$ cat src/rtl/wmfifo_pkg.sv
package wmfifo_pkg;
    typedef enum logic [1:0] {
        CMD_IDLE    = 2'd0,
        CMD_ARGLOAD = 2'd1,
        CMD_STREAM  = 2'd2
    } cmd_state_e;

    localparam logic [1:0] KIND_ARGLOAD = 2'b01;
    localparam logic [1:0] KIND_STREAM  = 2'b10;
endpackage

$ cat src/rtl/wmfifo_access.sv
module wmfifo_access
    import wmfifo_pkg::*;
#(
    parameter int DW = 8
) (
    input  logic          clk,
    input  logic          rst_n,
    input  logic          cmd_start,
    input  logic [1:0]    cmd_kind,
    input  logic          cmd_done,
    input  logic          host_wr,
    input  logic [DW-1:0] host_wdata,
    input  logic          host_rd,
    input  logic          eng_wr,
    input  logic [DW-1:0] eng_wdata,
    input  logic          eng_rd,
    input  logic [DW-1:0] head_data,
    output logic          wr_en,
    output logic [DW-1:0] wr_data,
    output logic          rd_en,
    output logic [DW-1:0] host_rdata
);
    cmd_state_e state_q, state_d;
    logic host_rd_perm, host_wr_perm;
    logic host_rd_grant, host_wr_grant;

    // next-state logic: T_LOAD, T_STREAM, T_DONE
    always_comb begin
        state_d = state_q;
        unique case (state_q)
            CMD_IDLE: begin
                if (cmd_start && cmd_kind == KIND_ARGLOAD)
                    state_d = CMD_ARGLOAD;
                else if (cmd_start && cmd_kind == KIND_STREAM)
                    state_d = CMD_STREAM;
            end
            CMD_ARGLOAD: if (cmd_done) state_d = CMD_IDLE;
            CMD_STREAM:  if (cmd_done) state_d = CMD_IDLE;
            default:     state_d = CMD_IDLE;
        endcase
    end

    always_ff @(posedge clk or negedge rst_n) begin
        if (!rst_n) state_q <= CMD_IDLE;
        else        state_q <= state_d;
    end

    // permission outputs per state
    always_comb begin
        host_rd_perm = 1'b0;
        host_wr_perm = 1'b0;
        unique case (state_q)
            CMD_IDLE:    begin host_rd_perm = 1'b1; host_wr_perm = 1'b1; end
            CMD_ARGLOAD: begin host_rd_perm = 1'b0; host_wr_perm = 1'b1; end
            CMD_STREAM:  begin host_rd_perm = 1'b1; host_wr_perm = 1'b1; end
            default:     begin host_rd_perm = 1'b0; host_wr_perm = 1'b0; end
        endcase
    end

    // engine wins a direction over the host
    assign host_wr_grant = host_wr && host_wr_perm && !eng_wr;
    assign host_rd_grant = host_rd && host_rd_perm && !eng_rd;

    assign wr_en      = eng_wr || host_wr_grant;
    assign wr_data    = eng_wr ? eng_wdata : host_wdata;
    assign rd_en      = eng_rd || host_rd_grant;
    assign host_rdata = host_rd_grant ? head_data : '0;
endmodule

$ cat src/rtl/wmfifo_store.sv
module wmfifo_store #(
    parameter int DEPTH = 64,
    parameter int DW    = 8,
    localparam int AW   = $clog2(DEPTH),
    localparam int CW   = $clog2(DEPTH + 1)
) (
    input  logic          clk,
    input  logic          rst_n,
    input  logic          flush,
    input  logic          wr_en,
    input  logic [DW-1:0] wr_data,
    input  logic          rd_en,
    output logic [DW-1:0] head_data,
    output logic [CW-1:0] count,
    output logic          overflow
);
    localparam logic [CW-1:0] FULL_CNT = CW'(DEPTH);
    localparam logic [AW-1:0] LAST_IDX = AW'(DEPTH - 1);

    logic [DW-1:0] mem [DEPTH];
    logic [AW-1:0] wr_ptr, rd_ptr;
    logic          full, empty, do_wr, do_rd;

    assign full  = (count == FULL_CNT);
    assign empty = (count == '0);
    assign do_rd = rd_en && !empty;
    assign do_wr = wr_en && (!full || do_rd);

    assign head_data = empty ? '0 : mem[rd_ptr];

    always_ff @(posedge clk) begin
        if (do_wr && !flush) mem[wr_ptr] <= wr_data;
    end

    always_ff @(posedge clk or negedge rst_n) begin
        if (!rst_n) begin
            wr_ptr   <= '0;
            rd_ptr   <= '0;
            count    <= '0;
            overflow <= 1'b0;
        end else if (flush) begin
            wr_ptr   <= '0;
            rd_ptr   <= '0;
            count    <= '0;
            overflow <= 1'b0;
        end else begin
            if (do_wr) wr_ptr <= (wr_ptr == LAST_IDX) ? '0 : wr_ptr + 1'b1;
            if (do_rd) rd_ptr <= (rd_ptr == LAST_IDX) ? '0 : rd_ptr + 1'b1;
            if (do_wr && !do_rd)      count <= count + 1'b1;
            else if (do_rd && !do_wr) count <= count - 1'b1;
            if (wr_en && !do_wr) overflow <= 1'b1;
        end
    end
endmodule

$ cat src/rtl/wmfifo_status.sv
module wmfifo_status #(
    parameter int DEPTH = 64,
    localparam int AW   = $clog2(DEPTH),
    localparam int CW   = $clog2(DEPTH + 1)
) (
    input  logic [CW-1:0] count,
    input  logic [AW-1:0] water_level,
    input  logic          lo_irq_en,
    input  logic          hi_irq_en,
    output logic          hi_alert,
    output logic          lo_alert,
    output logic          irq
);
    logic [CW-1:0] free_space, level_ext;

    assign free_space = CW'(DEPTH) - count;
    assign level_ext  = CW'(water_level);
    assign hi_alert   = (free_space <= level_ext);
    assign lo_alert   = (count <= level_ext);
    assign irq        = (lo_irq_en && lo_alert) || (hi_irq_en && hi_alert);
endmodule

$ cat src/rtl/wmfifo_top.sv
module wmfifo_top #(
    parameter int DEPTH = 64,
    parameter int DW    = 8,
    localparam int AW   = $clog2(DEPTH),
    localparam int CW   = $clog2(DEPTH + 1)
) (
    input  logic          clk,
    input  logic          rst_n,
    input  logic          flush,
    input  logic          cmd_start,
    input  logic [1:0]    cmd_kind,
    input  logic          cmd_done,
    input  logic          host_wr,
    input  logic [DW-1:0] host_wdata,
    input  logic          host_rd,
    output logic [DW-1:0] host_rdata,
    input  logic          eng_wr,
    input  logic [DW-1:0] eng_wdata,
    input  logic          eng_rd,
    output logic [DW-1:0] eng_rdata,
    input  logic [AW-1:0] water_level,
    input  logic          lo_irq_en,
    input  logic          hi_irq_en,
    output logic [CW-1:0] fill_count,
    output logic          overflow,
    output logic          hi_alert,
    output logic          lo_alert,
    output logic          irq
);
    logic          wr_en, rd_en;
    logic [DW-1:0] wr_data, head_data;

    wmfifo_access #(.DW(DW)) u_access (
        .clk(clk), .rst_n(rst_n),
        .cmd_start(cmd_start), .cmd_kind(cmd_kind), .cmd_done(cmd_done),
        .host_wr(host_wr), .host_wdata(host_wdata), .host_rd(host_rd),
        .eng_wr(eng_wr), .eng_wdata(eng_wdata), .eng_rd(eng_rd),
        .head_data(head_data),
        .wr_en(wr_en), .wr_data(wr_data), .rd_en(rd_en),
        .host_rdata(host_rdata)
    );

    wmfifo_store #(.DEPTH(DEPTH), .DW(DW)) u_store (
        .clk(clk), .rst_n(rst_n), .flush(flush),
        .wr_en(wr_en), .wr_data(wr_data), .rd_en(rd_en),
        .head_data(head_data), .count(fill_count), .overflow(overflow)
    );

    wmfifo_status #(.DEPTH(DEPTH)) u_status (
        .count(fill_count), .water_level(water_level),
        .lo_irq_en(lo_irq_en), .hi_irq_en(hi_irq_en),
        .hi_alert(hi_alert), .lo_alert(lo_alert), .irq(irq)
    );

    assign eng_rdata = head_data;
endmodule

$ cat config.mk
export PLATFORM = sky130hd
export DESIGN_NAME = wmfifo_top
export DESIGN_NICKNAME = d
export VERILOG_FILES = /design/src/rtl/wmfifo_pkg.sv /design/src/rtl/wmfifo_access.sv /design/src/rtl/wmfifo_store.sv /design/src/rtl/wmfifo_status.sv /design/src/rtl/wmfifo_top.sv
export SDC_FILE = /design/constraint.sdc
export NUM_CORES = 1
export LEC_CHECK = 0
export ABC_CLOCK_PERIOD_IN_PS = 7700
export BUFFER_PORTS_ARGS = -buffer_cell sky130_fd_sc_hd__buf_4
export CAP_MARGIN = 20
export CORE_ASPECT_RATIO = 0.9
export CORE_MARGIN = 3
export CORE_UTILIZATION = 61
export CTS_CLUSTER_DIAMETER = 120
export DETAILED_ROUTE_END_ITERATION = 8
export PLACE_DENSITY = 0.78
export SYNTH_ARGS = -nofsm -noshare
export SYNTH_HDL_FRONTEND = slang
export SYNTH_SLANG_ARGS = --single-unit
$ cat constraint.sdc
create_clock -name clk -period 7.7 [get_ports clk]
set_input_delay 1.54 -clock clk [delete_from_list [all_inputs] [get_ports clk]]
set_output_delay 1.54 -clock clk [all_outputs]
set_load 0.005 [all_outputs]
* Yosys cells after proc, flatten, opt, wreduce, memory -nomap -nowiden
Memory sizes are Yosys's and may differ from the RTL's. Cells that the tools add are included.
Storage, ports and cells: bits of input ports 35, memories kept 1, output and inout bits 27, bits in registers 22, memory bits (writable) 512, logic and storage cells 79
Memories:
- u_store.mem | depth 64, width 8, rd ports 1, clocked after memory_dff 0, wr ports 1, line wmfifo_store.sv:20 | logic [DW-1:0] mem [DEPTH];
Cells by class: $lt $le $gt $ge 2, add/sub/neg operators 5, equality and inequality tests 9, multiplexer cells 22, reduce and logical (&&, ||, !) cells 35
Operators by type and width (count):
- $mux 6 | 6
- $mux 8 | 3
- $mux 7 | 3
- $le 7x6->1 | 2
- $logic_and 1x1->1 | 14
- $add 6x1->6 const B | 2
- $eq 6x6->1 const B | 2
- $add 7x1->7 const B | 1
- $eq 7x7->1 const B | 1
- $logic_not 1->1 | 7
- $logic_not 7->1 | 1
- $sub 7x1->7 const B | 1
- $sub 7x7->7 const A | 1
- $mux 1 | 6
- $mux 2 | 3
- $reduce_bool 2->1 | 3
- $eq 2x1->1 const B | 2
- $eq 2x2->1 const B | 2
- $logic_or 1x1->1 | 4
- $pmux 2 s2 | 1
- $reduce_or 2->1 | 2
- $ne 3x1->1 const B | 1
- $reduce_bool 3->1 | 1
- $reduce_or 3->1 | 1
- other kinds (3) | 3

* Depth between registers and ports, before layout
Gate-level depths: netlist of the first run.
depth in word-level cells 14, gate-level depth with buffers 14, mapped depth without buffers 14

* By module
A second synthesis of the first run with hierarchy kept.
Unflattened totals: cells, all modules 1196, area, all modules 22013.6 µm²
Modules (own cells, without submodules):
- wmfifo_store | area an instance 21269.1 µm², seq. area each 15875.2 µm², cells an instance 1101, times used 1
- wmfifo_status | area an instance 397.9 µm², seq. area each 0.0 µm², cells an instance 54, times used 1
- wmfifo_access | area an instance 346.6 µm², seq. area each 50.0 µm², cells an instance 41, times used 1

* Worst setup path before layout of the first run
OpenSTA, ideal clock, no wires.
path type in2out, start input water_level[1], end output irq, cell stages on the path 8, data arrival time 2732 ps, required time 6160 ps, path buffers 0, setup slack 3428 ps, path through inv_1 -> ha_1 -> nor2b_1 -> o21ai_0 -> a21o_1 -> a21oi_1 -> nor3_1 -> a22o_1
Between the ends: cells in the longest elaborated chain, start to end 3, elaborated cells between the ends (all ways) 5, those cells by class order compare (2); reduce/logical (3)
RTL lines:
- from (decl) | line wmfifo_top.sv:21 | input logic [AW-1:0] water_level,
- $le 7x6->1 | line wmfifo_status.sv:18 | assign hi_alert = (free_space <= level_ext);
- net hi_alert | line wmfifo_top.sv:26 | output logic hi_alert,
- $logic_and 1x1->1 | line wmfifo_status.sv:20 | assign irq = (lo_irq_en && lo_alert) || (hi_irq_en && hi_alert);
- $logic_or 1x1->1 | line wmfifo_status.sv:20
- to (decl) | line wmfifo_top.sv:28 | output logic irq
The timed path passes the listed nets, and every way through them passes these cells.

* Final worst setup path of the first run
start register u_store.rd_ptr[0], end output eng_rdata[6]
Between the ends: cells in the longest elaborated chain, start to end 2
RTL lines:
- from (decl) | line wmfifo_store.sv:21 | logic [AW-1:0] wr_ptr, rd_ptr;
- from (signal assigned) | line wmfifo_store.sv:48 | if (do_rd) rd_ptr <= (rd_ptr == LAST_IDX) ? '0 : rd_ptr + 1'b1;
- $mem_v2 64x8
- $mux 8 | line wmfifo_store.sv:29 | assign head_data = empty ? '0 : mem[rd_ptr];
- to (decl) | line wmfifo_top.sv:20 | output logic [DW-1:0] eng_rdata,
No other way between the ends.

==> summary.txt, run 1 <==
Global routing
  – Met2 usage: 41.83%
  – Antenna violations before repair: 0
  – Global route total overflow: 0
  – Maximum number of pins on one net before global-route repair: 65
  – Via count of the first global-routing pass: 11420
  – GR peak layer: met2
  – Global-route track usage on met1: 40.44%
  – Global-route wire length before repair: ~75000 um
  – Global-route track usage on met3: 5.271%
  – Global-route usage over all layers: 26.94%

Floorplan
  – Number of primary I/O pins: 62
  – Chip width: 204.8 um
  – Placeable Area: 0.03451 mm2
  – # rows: 64
  – Vertical die dimension: between 150 and 200 um
  – Die area: 0.03786 mm2
  – Initial core utilization: between 60 and 70%

Setup path
  – CP peak stage delay: 0.98 ns
  – Worst Setup Start Kind: flop
  – Endpoint kind of the worst setup timing path: primary output
  – Required time worst endpoint: 6.16 ns
  – Max Fanout on Critical Path: roughly 40
  – Most common cell type on the critical path: buf_4
  – Cell-by-cell trace of the critical path: buf_4 -> buf_4 -> mux4_2 -> inv_1 -> o21ai_1 -> a31oi_1 -> o311ai_1 -> o221a_1 -> buf_4
  – Data arrival time of the worst path: approximately 4.1 ns
  – Worst reg2reg path depth: 9
  – Worst Path Class, Setup: flop to primary output
  – Slowest-stage cell, CP: dfrtp_4

Synthesis
  – Number of register bits inferred by synthesis: between 500 and 600
  – Asr flop ratio synth: 4.120%
  – Avg Inst Size Synth: 19.28 um2
  – Proportion of synthesized chip area in sequential cells: 73.43%
  – Proportion of netlist area held by the largest area contributor: approximately 71%
  – Number of distinct library cells after synthesis: 54
  – Synthesis Warnings: 0
  – Post-synthesis net count: 1184
  – Leading post-synthesis cells by cell area: edfxtp_1, mux4_2, dfrtp_1
  – Post-synth design cell area: 0.02169 mm2
  – Count of flip-flops with a built-in enable after synthesis: 512
  – Largest area contributor in the synthesized netlist: edfxtp_1
  – Predominant post-synthesis flop cell: edfxtp_1
  – Number of instances in the synthesized netlist: 1125

Power
  – Sequential group share of total power: 46.6%
  – Power Dens Cells: around 300 mW/mm2
  – Internal Pwr Total: 5.325 mW
  – Peak VDD IR: ~0.19 mV
  – Relative contribution of the clock network to total power: 32.0%
  – NetSw: 2.013 mW
  – Part of the total power dissipated in combinational logic: 21.4%
  – Leakage power total: 7.726 nW
  – Switch share: between 20% and 30%

Placement
  – IO Port Bufs: 61
  – Post-Place Cell Area: 0.02258 mm2
  – Detailed placement HPWL: slightly below 30000 um
  – Placer congestion estimate: 0.8372

Clock tree
  – Number of post-CTS setup repair buffers: 0
  – Worst-skew pair later-pin latency: 0.59 ns
  – Clock tree buffer depth: 3
  – Sinks on Clock Net: 534
  – TritonCTS clock tree: yes
  – Number of buffers created by CTS: 50
  – CTS root buffer: clkbuf_16
  – # hold bufs at CTS: 0
  – H-tree level count: 2
  – Clock slew at the register clock pins of the worst setup and hold paths: 0.06 ns
  – Count of cells resized by post-cts repair: 0

Route
  – Average wire per cell in the routed design: 29.11 um
  – Vias after detailed routing: between 10000 and 15000
  – Remaining DRCs: 0
  – Detailed Route WL: roughly 49000 um
  – Remaining antenna violation count: 0
  – DR vias/cell: a little under 7
  – Drt pass-1 iters: 6
  – Initial drt markers: 1549

Timing
  – Unrepaired setup endpoints after global routing: false
  – Endpoints failing setup: 0
  – Highest achievable clock rate: 178.2 MHz
  – Number of slew-limit violations in the final report: 0
  – TNS Setup: 0 ns
  – Final Cycle Share: around 73%
  – Crit path time final: 5.613 ns
  – Max_slew headroom: 34.78%
  – Count of endpoints failing hold in the final timing report: 0
  – Tightest Pin Transition: 0.9747 ns
  – Final clock skew: 0.02314 ns

Job
  – Number of maximum-capacitance violations: 0

Cells and area
  – Proportion of layout cells with a drive suffix above 1: 24.92%
  – Net count reported at finish: 1255
  – Final Cell Area: 0.02414 mm2
  – Area grow syn2layout: 11.31%
  – Diodes inserted: 0

Status
  – Outcome: finished, final reports clean

Hold path
  – Hold depth: 2
  – Worst hold path type: flop to flop
==> final timing paths <==
check                                                      to                           from  slack, ns
worst max-delay path                             eng_rdata[6]  u_store.rd_ptr[0]$_DFFE_PN0P_       2.09
worst min-delay path             u_store.overflow$_DFFE_PN0P_   u_store.overflow$_DFFE_PN0P_       0.51
worst max register to register   u_store.mem[37][3]$_DFFE_PP_   u_store.count[0]$_DFFE_PN0P_       3.94
worst min register to register   u_store.overflow$_DFFE_PN0P_   u_store.overflow$_DFFE_PN0P_       0.51
max in group asynchronous       u_store.rd_ptr[1]$_DFFE_PN0P_                          rst_n       6.56
min in group asynchronous       u_store.rd_ptr[2]$_DFFE_PN0P_                          rst_n       0.86
==> synthesized netlist by cell type, drive strengths merged, types with 3 or more instances <==
library cell  count
a22o             24
dfrtp            22
inv              17
nor3              7
nand2b            6
nand2            23
mux2             14
nand4             4
nand3b            5
xnor2             6
o21ai            26
nor2b             6
a311oi            3
edfxtp          512
clkbuf           21
o22ai            30
a21o              5
a31oi             6
mux4            130
a21oi            14
a221oi            7
nor2            106
ha               23
nand3            13
mux2i            12
nor4              8
xor2              6
buf              42
or3               5
or3b              4
or2               3
==> flip-flops by register name, indices dropped and copies added, names as in the netlist <==
name	flops
u_access.state_q	2
u_store.count	7
u_store.mem	512
u_store.overflow	1
u_store.rd_ptr	6
u_store.wr_ptr	6
==> power by group through the flow <==
stage	Sequential, mW	Combinational, mW	Clock [mW]
floorplan	3.34	1.19	0
global placement	3.48	1.52	0
detailed placement	3.48	1.55	0
CTS	3.42	1.57	2.37
global route	3.44	1.70	2.48
finish	3.42	1.57	2.35
==> cell families (layout without fill, tap and decap cells) <==
kind of cell | Yosys count | in the layout | synth area share (%)
multiplexers | 156 | 156 | 14.78
XOR/XNOR | 12 | 12 | 0.4846
adder cells (fa/ha/maj) | 24 | 24 | 1.419
AO/OA/AOI/OAI | 123 | 123 | 3.842
buffers and inverters | 80 | 191 | 1.812
flip-flops | 534 | 534 | 73.43
AND/OR/NAND/NOR | 196 | 196 | 4.229
==> final cells by class <==
type / count / area (um2)
Sequential cell: 534 / 15940
Fill cell: 2038 / 10370
Multi-Input combinational cell: 511 / 5375
Clock buffer: 63 / 1320
Timing Repair Buffer: 82 / 628.1
Tap cell: 462 / 578.1
Clock inverter: 29 / 239.0
Inverter: 17 / 63.81
==> layout by cell type, fill, tap and decap left out, types with 7 or more instances in the layout <==
cell       synthesis  final
nand3_1           13     13
nor4_1             8      7
dfrtp_1           22     19
clkinv_2           0     14
clkbuf_16          0     50
nor2_1           106    106
edfxtp_1         512    512
a221oi_1           7      7
o21ai_0           17     17
a22o_1            24     24
buf_4             12     81
ha_1              23     23
mux2i_1           12     12
mux2_2             9      9
o22ai_1           30     30
inv_1             17     17
o21ai_1            8      8
nand2_1           21     21
clkinv_1           0      7
a21oi_1           14     14
mux4_2           130    130
clkbuf_1          21     11
==> metrics by stage <==
stage	cells	total power, mW	hold slack, ns	setup WS (ns)	util, %
5_1_grt	1698	7.616	0.5469	1.803	69.95
3_3_place_gp	1606	4.997	0.4864	2.741	65.43
6_report	1698	7.338	0.5113	2.087	69.95
4_1_cts	1698	7.369	0.5081	2.033	69.95
3_5_place_dp	1606	5.037	0.4943	2.669	65.43
2_1_floorplan	1125	4.536	0.4860	3.428	-
==> routing by layer <==
| layer | wire, um | vias to the layer above |
|---|---|---|
| met3 | 5335 | 87 |
| met2 | 23540 | 755 |
| li1 | - | 4731 |
| met5 | 0 | - |
| met1 | 19390 | 5911 |
| met4 | 1157 | 0 |
==> critical path, delay by kind of cell, from the launching register on <==
family / cells / cell delay, ns
buf+inv: 4 / 1.02
flops: 1 / 0.98
compound gates: 4 / 0.88
mux: 1 / 0.54
Note: power is estimated with default switching activity, not from simulation.
==> run 2: changes to the inputs <==
ABC_CLOCK_PERIOD_IN_PS = 5870   (was 7700)
clock period = 5.87 ns   (was 7.7 ns; I/O delays follow)
==> run 2 against run 1 <==
  * Combinational power is 31% higher
  * Largest cell class unchanged
  * Sequential share of layout area is 0.31 points higher
  * Critical path depth is 2 lower
  * Critical path type unchanged
  * Largest power group unchanged
==> summary.txt, run 2 (synthesized netlist as in run 1, its figures left out) <==
Status
  – Outcome: finished, final reports clean

Cells and area
  – Area grow syn2layout: 10.79%
  – Leading cell types in the layout, fill and taps excluded: edfxtp_1, mux4_2, nor2_1
  – Core occupancy in the finished layout: 69.62%
  – Largest register by flop count: u_store.mem
  – Net count reported at finish: 1252
  – Final standard cell count with taps included and fillers excluded: around 1700
  – Largest registers: u_store.mem x512, u_store.count x7
  – Diodes inserted: 0
  – Most common library cell in the layout ignoring fill and taps: edfxtp_1
  – Proportion of layout cells with a drive suffix above 1: 23.88%
  – Flip-flop count of the largest register after layout: 512

Route
  – Drt pass-1 iters: 6
  – Remaining antenna violation count: 0
  – Detailed Route WL: 47480 um
  – Remaining DRCs: 0
  – DR vias/cell: 6.681
  – Average wire per cell in the routed design: around 28 um
  – Vias after detailed routing: 11310
  – Initial drt markers: 1469

Placement
  – Placer congestion estimate: 0.8323
  – Placed insts: 1603
  – IO Port Bufs: 61
  – Detailed placement HPWL: 28090 um

Global routing
  – Global-route usage over all layers: 25.50%
  – Antenna violations before repair: 1
  – Global route total overflow: 0
  – Maximum number of pins on one net before global-route repair: 65
  – Global-route wire length before repair: about 70000 um
  – Via count of the first global-routing pass: between 10000 and 15000

Timing
  – TNS Setup: 0 ns
  – Unrepaired setup endpoints after global routing: false
  – Final clock skew: 0.02113 ns
  – Number of slew-limit violations in the final report: 0
  – Crit path time final: 4.909 ns
  – Max_slew headroom: 35.47%
  – Endpoints failing setup: 0
  – Count of endpoints failing hold in the final timing report: 0
  – Highest achievable clock rate: 203.7 MHz
  – Tightest Pin Transition: around 0.96 ns
  – Final Cycle Share: 83.62%
  – Hold Worst Slack: 0.4972 ns

Floorplan
  – Die area: 0.03786 mm2
  – # rows: 64
  – Chip width: 204.8 um
  – Vertical die dimension: approximately 180 um
  – Number of primary I/O pins: a little over 60
  – Initial core utilization: 62.84%
  – Placeable Area: 0.03451 mm2

Clock tree
  – Number of post-CTS setup repair buffers: 0
  – # hold bufs at CTS: 0
  – Worst-skew pair later-pin latency: between 0.5 and 0.6 ns
  – CTS root buffer: clkbuf_16
  – TritonCTS clock tree: yes
  – Number of buffers created by CTS: a little under 50
  – Count of cells resized by post-cts repair: 0
  – Sinks on Clock Net: 534
  – Clock tree buffer depth: 3
  – Clock slew at the register clock pins of the worst setup and hold paths: 0.07 ns
  – H-tree level count: 2

Power
  – Peak VDD IR: 0.3087 mV
  – Leakage power total: 7.659 nW
  – Power Dens Cells: between 300 and 400 mW/mm2
  – Pwr Total: 9.438 mW

Setup path
  – Required time worst endpoint: 4.70 ns
  – Data arrival time of the worst path: roughly 3.7 ns
  – Worst Setup Start Kind: flop
  – Endpoint kind of the worst setup timing path: primary output
  – Worst Path Class, Setup: flop to primary output
  – Max Fanout on Critical Path: 51

Hold path
  – Worst hold path type: input pin to asynchronous set/reset pin

Job
  – Number of maximum-capacitance violations: 0
run 2: layer usage:
metal	GRT usage [%]	vias to the layer above	wire length, um
met5	0	-	11
met4	8.173	2	1330
met3	5.570	86	4798
met2	38.71	664	22340
met1	38.05	5828	18990
li1	-	4731	-
run 2: worst max-delay path: stages (launching register included):
cell     delay, ns
dfrtp_4       0.84
buf_12        0.43
mux4_2        0.57
mux4_2        0.47
mux2i_1       0.40
nand2_1       0.13
o211a_1       0.17
buf_4         0.13
run 2: through the flow:
step           setup WS (ns)  cell area, um2
2_1_floorplan          2.330           21690
3_3_place_gp           1.522           22570
3_5_place_dp           1.450           22570
4_1_cts               0.8876           24020
5_1_grt               0.6832           24030
6_report              0.9615           24030
run 2: path summary, 6_finish.rpt:
path,start,end,slack (ns),cells after the start
min in group clk,u_store.overflow$_DFFE_PN0P_,u_store.overflow$_DFFE_PN0P_,0.53,2
min,rst_n,u_store.rd_ptr[0]$_DFFE_PN0P_,0.50,1
max in group asynchronous,rst_n,u_store.rd_ptr[2]$_DFFE_PN0P_,5.10,1
max reg2reg,u_store.count[0]$_DFFE_PN0P_,u_store.mem[37][0]$_DFFE_PP_,1.96,9
min reg2reg,u_store.overflow$_DFFE_PN0P_,u_store.overflow$_DFFE_PN0P_,0.53,2
max,u_store.rd_ptr[0]$_DFFE_PN0P_,host_rdata[6],0.96,7
run 2: where the power goes:
| part | leakage, nW | switching (mW) | internal, mW | total [mW] |
|---|---|---|---|---|
| registers | 4.89 | 0.207 | 4.26 | 4.47 |
| clock network | 0.708 | 1.33 | 1.59 | 2.92 |
| logic | 2.06 | 1.02 | 1.02 | 2.05 |
| total | 7.66 | 2.56 | 6.87 | 9.44 |
run 2: layout make-up:
type | instances | area, um2
flip-flops and latches | 534 | 15940
fillers | 2074 | 10490
multi-input cells | 511 | 5375
clock buffers | 65 | 1286
repair buffers | 80 | 625.6
well taps | 462 | 578.1
clock inverters | 24 | 161.4
inverters | 17 | 63.81
